--- config.mk ---
export PLATFORM = sky130hd
export DESIGN_NAME = tdc_hit_capture
export DESIGN_NICKNAME = d
export VERILOG_FILES = /design/src/rtl/tdc_hit_pkg.sv /design/src/rtl/tdc_edge_sync.sv /design/src/rtl/tdc_tot_counter.sv /design/src/rtl/tdc_sat_counter.sv /design/src/rtl/tdc_hit_capture.sv
export SDC_FILE = /design/constraint.sdc
export NUM_CORES = 1
export LEC_CHECK = 0
export ABC_AREA = 1
export BUFFER_PORTS_ARGS = -buffer_cell sky130_fd_sc_hd__buf_2
export CORE_MARGIN = 4
export CORE_UTILIZATION = 35
export DETAILED_ROUTE_END_ITERATION = 10
export PLACE_DENSITY_LB_ADDON = 0.08
export SETUP_SLACK_MARGIN = 0.02
export SLEW_MARGIN = 40
export SYNTH_ARGS = -nofsm -noshare
export SYNTH_HDL_FRONTEND = slang
export SYNTH_SLANG_ARGS = --single-unit
export TNS_END_PERCENT = 50
--- constraint.sdc ---
create_clock -name clk -period 1.75 [get_ports clk]
set_clock_uncertainty 0.15 [all_clocks]
set_input_delay 0.35 -clock clk [delete_from_list [all_inputs] [get_ports clk]]
set_output_delay 0.35 -clock clk [all_outputs]
set_load 0.01 [all_outputs]
--- src/rtl/tdc_hit_pkg.sv ---
package tdc_hit_pkg;
   typedef enum logic {
      TOT_IDLE = 1'b0,
      TOT_RUN  = 1'b1
   } tot_state_e;

   localparam int DEF_COARSE_W = 11;
   localparam int DEF_FINE_W   = 5;
   localparam int DEF_ADDR_W   = 5;
   localparam int DEF_TOT_W    = 4;
   localparam int DEF_MISS_W   = 8;
   localparam int DEF_SYNC     = 2;
endpackage

--- src/rtl/tdc_edge_sync.sv ---
module tdc_edge_sync #(
   parameter int STAGES = 2
) (
   input  logic clk,
   input  logic rst,
   input  logic clr,
   input  logic din,
   output logic pulse
);
   logic [STAGES-1:0] chain_q;
   logic              last_q;

   // shift register synchronizer plus one register for edge detection
   always_ff @(posedge clk) begin
      if (rst || clr) begin
         chain_q <= '0;
         last_q  <= 1'b0;
      end else begin
         chain_q <= {chain_q[STAGES-2:0], din};
         last_q  <= chain_q[STAGES-1];
      end
   end

   assign pulse = chain_q[STAGES-1] & ~last_q;
endmodule

--- src/rtl/tdc_tot_counter.sv ---
module tdc_tot_counter
   import tdc_hit_pkg::*;
#(
   parameter int TOT_W = 4
) (
   input  logic             clk,
   input  logic             rst,
   input  logic             start,
   input  logic             stop,
   output logic [TOT_W-1:0] tot
);
   localparam logic [TOT_W-1:0] TOT_MAX = '1;
   localparam logic [TOT_W-1:0] TOT_ONE = TOT_W'(1);

   tot_state_e       state_q;
   logic [TOT_W-1:0] cnt_q;

   always_ff @(posedge clk) begin
      if (rst) begin
         state_q <= TOT_IDLE;
         cnt_q   <= '0;
         tot     <= '0;
      end else if (stop) begin
         state_q <= TOT_IDLE;
         // coincident start and stop, or stop without start, yields zero
         tot     <= (start || state_q == TOT_IDLE) ? '0 : cnt_q;
      end else if (start) begin
         state_q <= TOT_RUN;
         cnt_q   <= TOT_ONE;
      end else if (state_q == TOT_RUN && cnt_q != TOT_MAX) begin
         cnt_q   <= cnt_q + TOT_ONE;
      end
   end
endmodule

--- src/rtl/tdc_sat_counter.sv ---
module tdc_sat_counter #(
   parameter int WIDTH = 8
) (
   input  logic             clk,
   input  logic             rst,
   input  logic             inc,
   output logic [WIDTH-1:0] count
);
   localparam logic [WIDTH-1:0] CNT_MAX = '1;

   always_ff @(posedge clk) begin
      if (rst)
         count <= '0;
      else if (inc && count != CNT_MAX)
         count <= count + WIDTH'(1);
   end
endmodule

--- src/rtl/tdc_hit_capture.sv ---
module tdc_hit_capture
   import tdc_hit_pkg::*;
#(
   parameter int COARSE_W    = DEF_COARSE_W,
   parameter int FINE_W      = DEF_FINE_W,
   parameter int ADDR_W      = DEF_ADDR_W,
   parameter int TOT_W       = DEF_TOT_W,
   parameter int MISS_W      = DEF_MISS_W,
   parameter int SYNC_STAGES = DEF_SYNC
) (
   input  logic                clk,
   input  logic                rst,
   input  logic                lead_in,
   input  logic                trail_in,
   input  logic                par_load,
   input  logic [COARSE_W-1:0] coarse_cnt,
   input  logic [FINE_W-1:0]   lead_fine,
   input  logic [FINE_W-1:0]   trail_fine,
   input  logic [ADDR_W-1:0]   pix_addr,
   input  logic                pileup,
   input  logic                fifo_ready,
   output logic [COARSE_W-1:0] hit_coarse,
   output logic [FINE_W-1:0]   hit_lead_fine,
   output logic [FINE_W-1:0]   hit_trail_fine,
   output logic [ADDR_W-1:0]   hit_addr,
   output logic                hit_pileup,
   output logic [TOT_W-1:0]    hit_tot,
   output logic                fifo_wr,
   output logic [MISS_W-1:0]   missed_cnt
);
   localparam int STG_W = 2*FINE_W + ADDR_W + 1;

   // elaboration-time parameter checks
   if (SYNC_STAGES < 2) begin : g_bad_sync
      $error("tdc_hit_capture: SYNC_STAGES must be at least 2");
   end
   if (COARSE_W < 1 || FINE_W < 1 || ADDR_W < 1) begin : g_bad_width
      $error("tdc_hit_capture: field widths must be positive");
   end
   if (TOT_W < 2 || MISS_W < 1) begin : g_bad_cnt
      $error("tdc_hit_capture: counter widths too small");
   end

   logic             lead_pulse;
   logic             trail_pulse;
   logic [STG_W-1:0] stage1_q;
   logic [STG_W-1:0] stage2_q;
   logic             wr_pend_q;

   // leading path: cleared by the arbiter load strobe
   tdc_edge_sync #(.STAGES(SYNC_STAGES)) u_lead_sync (
      .clk   (clk),
      .rst   (rst),
      .clr   (par_load),
      .din   (lead_in),
      .pulse (lead_pulse)
   );

   // trailing path: bounded input width, cleared only by reset
   tdc_edge_sync #(.STAGES(SYNC_STAGES)) u_trail_sync (
      .clk   (clk),
      .rst   (rst),
      .clr   (1'b0),
      .din   (trail_in),
      .pulse (trail_pulse)
   );

   always_ff @(posedge clk) begin
      if (rst)
         hit_coarse <= '0;
      else if (lead_pulse)
         hit_coarse <= coarse_cnt;
   end

   always_ff @(posedge clk) begin
      if (rst)
         stage1_q <= '0;
      else if (par_load)
         stage1_q <= {lead_fine, trail_fine, pix_addr, pileup};
   end

   always_ff @(posedge clk) begin
      if (rst)
         stage2_q <= '0;
      else if (trail_pulse)
         stage2_q <= stage1_q;
   end

   assign {hit_lead_fine, hit_trail_fine, hit_addr, hit_pileup} = stage2_q;

   tdc_tot_counter #(.TOT_W(TOT_W)) u_tot (
      .clk   (clk),
      .rst   (rst),
      .start (lead_pulse),
      .stop  (trail_pulse),
      .tot   (hit_tot)
   );

   // write is requested on the strobe edge and issued one cycle later
   always_ff @(posedge clk) begin
      if (rst) begin
         wr_pend_q <= 1'b0;
         fifo_wr   <= 1'b0;
      end else begin
         wr_pend_q <= trail_pulse & fifo_ready;
         fifo_wr   <= wr_pend_q;
      end
   end

   tdc_sat_counter #(.WIDTH(MISS_W)) u_missed (
      .clk   (clk),
      .rst   (rst),
      .inc   (trail_pulse & ~fifo_ready),
      .count (missed_cnt)
   );
endmodule

==> flow_metrics.py, run 1 <==
metrics = {
    "critical_path": {
        "crit_path_cell_trace": "buf_2",
        "path_buf_inv": 1,
        "cp-start-kind": "register",
        "required_ps": 1250,
        "cpPeakStageDelay_ps": 470,
        "critPathKind": "register to primary output",
        "slowest_stage": "dfxtp_1",
        "end_kind": "primary output",
        "rrSetupSlack_ps": 270,
        "r2r_end": "u_missed.count[4]$_SDFFE_PP0P_",
        "worst_path_dominant_cell_family": "flip-flops",
        "cp_max_fo": 7,
        "arrival_ps": 990,
        "r2r_cells": 7,
        "path_depth": 1,
        "crit_path_end": "missed_cnt[2]",
        "crit-reg2reg-launch": "u_missed.count[0]$_SDFFE_PP0P_",
        "startpoint": "u_missed.count[2]$_SDFFE_PP0P_",
    },
    "sta": {
        "min_period_ps": 1490,
        "max_clock_freq_mhz": 670,
        "final.setup.tns_ps": 0,
        "worstMarginPinSlew_ps": 349,
        "hold_viol": 0,
        "setup_viol": 0,
        "slew_violations": 0,
        "rsz0062_at_grt": "no",
        "period_share": 0.853,
        "relSlewSlack": 0.767,
    },
    "clocking": {
        "h-tree-depth": 3,
        "cts.sinks": 68,
        "numCtsBuffers": 9,
        "cts_root_buffer": "clkbuf_8",
        "cts_tree": "yes",
        "clock_insertion_delay_worst_skew_ps": 340,
        "post_cts_buffers": 0,
        "path_clk_slew_ps": 80,
        "cts_max_path_buffers": 2,
        "ctsHoldBuffers": 0,
        "ctsResizeCount": 0,
    },
    "pwr": {
        "p_leak_nw": 1.53,
        "p_total_mw": 3.18,
        "ir_drop_uv": 463,
        "pwr_density_cell_nw_per_um2": 969,
    },
    "routing": {
        "drc": 0,
        "wl_mm": 5.90,
        "drt_first_pass_iters": 4,
        "drt_iter0_drc": 140,
        "route.antenna.remaining_nets": 0,
        "vias": 2302,
        "vias_per_cell": 4.40,
        "routedWlPerCell_um": 11.3,
    },
    "global_route": {
        "grt_pass1_wl_mm": 9.92,
        "antenna_found_initial": 0,
        "first_global_vias": 2163,
        "grt.overflow.total": 0,
        "grt_use_total": 0.143,
        "grt_max_degree": 23,
    },
    "yosys": {
        "synth_cell_types": 24,
        "yosysTopAreaCell": "dfxtp_1",
        "ys.warnings.count": 0,
        "postSynthNetCount": 378,
        "syn_avg_cell_area_um2": 7.52,
        "ys_ff_latch": 68,
        "syn_area_um2": 2580,
        "ys_seq_area_frac": 0.528,
        "synth_cells": 343,
        "synth_top_area_frac": 0.528,
        "synth.area.top_cells": "dfxtp_1 53%, nor2_1 15%, nand2_1 6.0%",
    },
    "status": {
        "status": "completed",
    },
    "job": {
        "max_cap_violations": 0,
    },
    "finish": {
        "nNetsFinal": 454,
        "n_fill_cell": 758,
        "drive_above_1_share": 0.262,
        "area_growth_pct": 27.2,
        "diodes": 0,
    },
    "worst_hold_path": {
        "min_path_type": "input port to register",
    },
    "placement": {
        "gp_congestion": 0.771,
        "dp_hpwl_mm": 4.19,
        "port_buffers": 72,
    },
    "floorplanning": {
        "start_util": 0.358,
        "row_count": 31,
        "die_w_um": 93.9,
        "io_pins": 73,
        "die_h_um": 93.9,
        "die-area_um2": 8810,
        "core_area_um2": 7210,
    },
}
## cell families after synthesis
logic type      Yosys count  share of synthesized area
fa+ha+maj                 2                    0.00970
compound gates           55                      0.110
xor+xnor                  1                    0.00340
simple gates            178                      0.290
flops                    68                      0.528
buf+inv                  39                     0.0597
## state kept, by name (all words and copies together), names as in the netlist
| signal | flops |
|---|---|
| stage1_q | 16 |
| stage2_q | 16 |
| hit_coarse | 11 |
| u_missed.count | 8 |
| u_tot.cnt_q | 4 |
| u_tot.tot | 4 |
| u_lead_sync.chain_q | 2 |
| u_trail_sync.chain_q | 2 |
| fifo_wr | 1 |
| u_lead_sync.last_q | 1 |
| u_tot.state_q | 1 |
| u_trail_sync.last_q | 1 |
| wr_pend_q | 1 |
## per-layer routing
metal,share of wire,track usage
met2,0.42,0.216
met4,0.019,0.0686
met5,0,0
met1,0.50,0.190
met3,0.051,0.0369
## synthesized netlist by cell type
library cell  number
clkbuf_1           8
ha_1               2
inv_1             19
o21ai_0           16
and3_1             1
buf_2              3
nor2_1           104
nand4_1            2
a21oi_2            2
nand2_2            3
o21ai_1           27
a31oi_1            1
xor2_1             1
inv_2              7
a21oi_1            9
nand3b_1           1
nand3_1           20
nand2_4            2
buf_1              1
nand2_1           41
dfxtp_1           68
buf_4              1
nor2_4             2
nor2_2             2
## per-stage QoR
stage / instances / hold WS, ps / util / area [um^2] / worst slack [ps]
detailed placement: 507 / 249 / 0.427 / 3080 / 281
CTS: 523 / 49.1 / 0.455 / 3280 / 237
finish: 523 / 68.5 / 0.455 / 3280 / 257
global route: 523 / 82.1 / 0.455 / 3280 / 116
floorplan: 343 / 238 / - / 2580 / 322
global placement: 507 / 240 / 0.427 / 3080 / 320
## power breakdown
group | internal (mW) | switching, mW
combinational | 0.104 | 0.140
sequential | 1.61 | 0.0293
clock | 0.732 | 0.570
total | 2.44 | 0.740
## layout by cell type (no fill, tap or decap), types with 2 or more instances in the layout
cell type	count
clkinv_2	2
nand4_1	2
o21ai_0	16
buf_2	72
ha_1	2
inv_1	19
nor2_1	104
nand3_1	20
nand2_4	2
a21oi_2	2
nand2_2	3
dfxtp_1	68
a21oi_1	9
clkbuf_8	11
nor2_4	2
inv_2	7
nand2_1	41
nor2_2	2
buf_4	4
buf_12	2
o21ai_1	27
## how the worst min path moves through the flow
stage	end	slack (ps)	depth (start not counted)	from
floorplan	fifo_wr$_SDFF_PP0_	240	2	wr_pend_q$_SDFF_PP0_
global placement	u_trail_sync.chain_q[1]$_SDFF_PP0_	240	2	u_trail_sync.chain_q[0]$_SDFF_PP0_
detailed placement	u_trail_sync.chain_q[1]$_SDFF_PP0_	250	2	u_trail_sync.chain_q[0]$_SDFF_PP0_
CTS	u_trail_sync.chain_q[0]$_SDFF_PP0_	50	3	trail_in
global route	u_trail_sync.chain_q[0]$_SDFF_PP0_	80	3	trail_in
finish	u_trail_sync.chain_q[0]$_SDFF_PP0_	70	3	trail_in
## final cells by class
class	count	area [um^2]	area share
Sequential cell	68	1360	0.415
Multi-Input combinational cell	236	1060	0.325
Timing Repair Buffer	78	430	0.131
Clock buffer	12	155	0.0473
Tap cell	99	124	0.0378
Inverter	26	97.6	0.0297
Clock inverter	4	47.5	0.0145
## worst reg2reg max path, stage by stage, from the launching register on
cell and delay (ps):
dfxtp_1 400, ha_1 260, nand2_2 90, nor2_2 150
nand2_4 110, nand2_4 90, nand2_1 60, a21oi_2 120
Power figures use the tool's default switching activity.
==> run 2: changes to the inputs <==
--- a/config.mk
+++ b/config.mk
@@ -7,8 +7,10 @@
 export LEC_CHECK = 0
 export ABC_AREA = 1
 export BUFFER_PORTS_ARGS = -buffer_cell sky130_fd_sc_hd__buf_2
+export CELL_PAD_IN_SITES_DETAIL_PLACEMENT = 1
+export CELL_PAD_IN_SITES_GLOBAL_PLACEMENT = 2
 export CORE_MARGIN = 4
-export CORE_UTILIZATION = 35
+export CORE_UTILIZATION = 25
 export DETAILED_ROUTE_END_ITERATION = 10
 export PLACE_DENSITY_LB_ADDON = 0.08
 export SETUP_SLACK_MARGIN = 0.02
==> constraint.sdc (replaced) <==
create_clock -name clk -period 1.2 [get_ports clk]
set_clock_uncertainty 0.15 [all_clocks]
set_input_delay 0.24 -clock clk [delete_from_list [all_inputs] [get_ports clk]]
set_output_delay 0.24 -clock clk [all_outputs]
set_load 0.01 [all_outputs]
==> run 2 against run 1 <==
Compared with the run above: the flow now finishes with violations (hold timing, setup timing); wire length is 32% higher; worst hold slack got worse by 110 ps; critical path depth up 1; combinational power rose by 130%; global-route usage fell by 0.61 points; non-clock buffer count is 63 higher; sequential share of layout area fell by 10 points; via count grew 15%; setup slack worse by 390 ps; utilization grew 0.15 points; clock power increased by 60%; cell count increased by 19%; critical endpoint is now missed_cnt[0].
==> flow_metrics.py, run 2 (same netlist as run 1, synthesis figures left out) <==
metrics = {
    "finish": {
        "fin_area_um2": 4520,
        "n_fill_cell": 1163,
        "fin_util": 0.456,
        "layout_common_cells": "97 x nor2_1, 53 x buf_6, 42 x dfxtp_2",
        "nNetsFinal": 518,
        "area_growth_pct": 75.2,
        "stdcell_count": 620,
        "largest_registers": "stage1_q x16, stage2_q x16, hit_coarse x11",
        "final_common_cell": "nor2_1",
        "diodes": 0,
        "drive_above_1_share": 0.480,
    },
    "sta": {
        "setup_viol": 15,
        "worstMarginPinSlew_ps": 233,
        "max_clock_freq_mhz": 751,
        "relSlewSlack": 0.844,
        "rsz0062_at_grt": "yes",
        "hold_viol": 6,
        "hold_ws_ps": -38.7,
        "period_share": 1.11,
        "min_period_ps": 1330,
        "worst_slack_ps": -131,
        "slew_violations": 0,
    },
    "placement": {
        "dp_hpwl_mm": 4.94,
        "port_buffers": 72,
        "place_inst": 564,
        "gp_congestion": 0.712,
        "placed_area_um2": 3370,
    },
    "critical_path": {
        "slowest_stage": "dfxtp_4",
        "crit_path_frequent_cell": "buf_6",
        "crit_path_cell_trace": "buf_6, buf_6",
        "path_depth": 2,
        "path_buf_inv": 2,
        "end_kind": "primary output",
        "cp_max_fo": 3,
        "worst_path_dominant_cell_family": "flip-flops",
        "cp-start-kind": "register",
        "startpoint": "u_missed.count[0]$_SDFFE_PP0P_",
        "cpPeakStageDelay_ps": 370,
        "crit-reg2reg-launch": "u_missed.count[1]$_SDFFE_PP0P_",
        "r2r_cells": 7,
        "arrival_ps": 940,
        "required_ps": 810,
        "critPathKind": "register to primary output",
    },
    "global_route": {
        "antenna_found_initial": 0,
        "grt.overflow.total": 0,
        "first_global_vias": 2763,
        "grt_use_total": 0.137,
        "grt_pass1_wl_mm": 12.9,
        "grt_max_degree": 38,
    },
    "worst_hold_path": {
        "min_from": "rst",
        "holdPathStages": 2,
        "min_path_type": "input port to register",
    },
    "clocking": {
        "cts_tree": "yes",
        "cts_max_path_buffers": 2,
        "cts.sinks": 68,
        "ctsHoldBuffers": 25,
        "clock_insertion_delay_worst_skew_ps": 340,
        "cts_root_buffer": "clkbuf_8",
        "h-tree-depth": 3,
        "numCtsBuffers": 9,
        "path_clk_slew_ps": 80,
    },
    "floorplanning": {
        "row_count": 36,
        "core_area_um2": 9910,
        "die_w_um": 110,
        "die-area_um2": 12000,
        "start_util": 0.260,
        "die_h_um": 110,
        "io_pins": 73,
    },
    "pwr": {
        "p_total_mw": 5.04,
        "pwr_density_cell_nw_per_um2": 1120,
        "ir_drop_uv": 495,
        "p_leak_nw": 1.98,
    },
    "routing": {
        "route.antenna.remaining_nets": 0,
        "wl_mm": 7.77,
        "vias": 2642,
        "drt_first_pass_iters": 4,
        "drt_iter0_drc": 48,
        "drc": 0,
        "vias_per_cell": 4.26,
        "routedWlPerCell_um": 12.5,
    },
    "status": {
        "status": "finished with violations",
        "violations": "hold timing, setup timing",
    },
    "job": {
        "max_cap_violations": 0,
    },
}
[run 2: cell types whose count changed in the layout (fill, tap and decap cells not counted), moves of 5 or more]
cell / before / now
buf_6: 0 / 53
dfxtp_1: 68 / 23
dfxtp_2: 0 / 42
buf_2: 72 / 33
dlygate4sd3_1: 0 / 24
buf_4: 4 / 24
nand2_1: 41 / 32
nand3_1: 20 / 11
nand3_2: 0 / 9
nor2_1: 104 / 97
o21ai_0: 16 / 10
o21ai_2: 0 / 6
nand2_4: 2 / 7
[run 2: through the flow]
| stage | setup TNS (ps) | setup WS, ps | hold WS (ps) |
|---|---|---|---|
| 2_1_floorplan | -40.9 | -13.8 | 159 |
| 3_3_place_gp | -250 | -39.2 | 247 |
| 3_5_place_dp | -705 | -88.4 | 247 |
| 4_1_cts | -1420 | -136 | 0.567 |
| 5_1_grt | -2660 | -167 | -31.3 |
| 6_report | -1150 | -131 | -38.7 |
[run 2: where the power goes]
group	leakage (nW)	internal, mW	total, mW	switching [mW]
logic	1.29	0.310	0.566	0.256
clock network	0.110	1.19	2.08	0.893
registers	0.577	2.34	2.40	0.0562
[run 2: what timing repair did]
item                                    in CTS  in global routing
cloned                                       2                  1
pin swaps                                   10                 15
endpoints found under the setup margin      67                 78
setup buffers                               11                  5
hold endpoints to repair                    25                  2
resized for setup                          100                 47
[run 2: cell type report]
cell class              instances  area, um^2  share of cell area
clock inverters                 3        42.5             0.00941
clock buffers                  12         176              0.0390
flip-flops and latches         68        1430               0.315
multi-input cells             237        1270               0.281
well taps                     133         166              0.0368
inverters                      26         108              0.0238
repair buffers                141        1330               0.294
[run 2: routing by layer]
metal  track usage  vias up  wire length [um]
met2         0.239       48              3780
met5             0        -                 0
met1         0.166     1214              3550
met3        0.0264       10               313
met4        0.0534        0               116
li1              -     1370                 -
[run 2: worst paths after layout]
check / endpoint / slack [ps]
setup / recovery: missed_cnt[0] / -130
hold / removal: u_trail_sync.last_q$_SDFF_PP0_ / -40
setup reg to reg: u_missed.count[2]$_SDFFE_PP0P_ / -100
hold reg to reg: u_trail_sync.chain_q[1]$_SDFF_PP0_ / 250
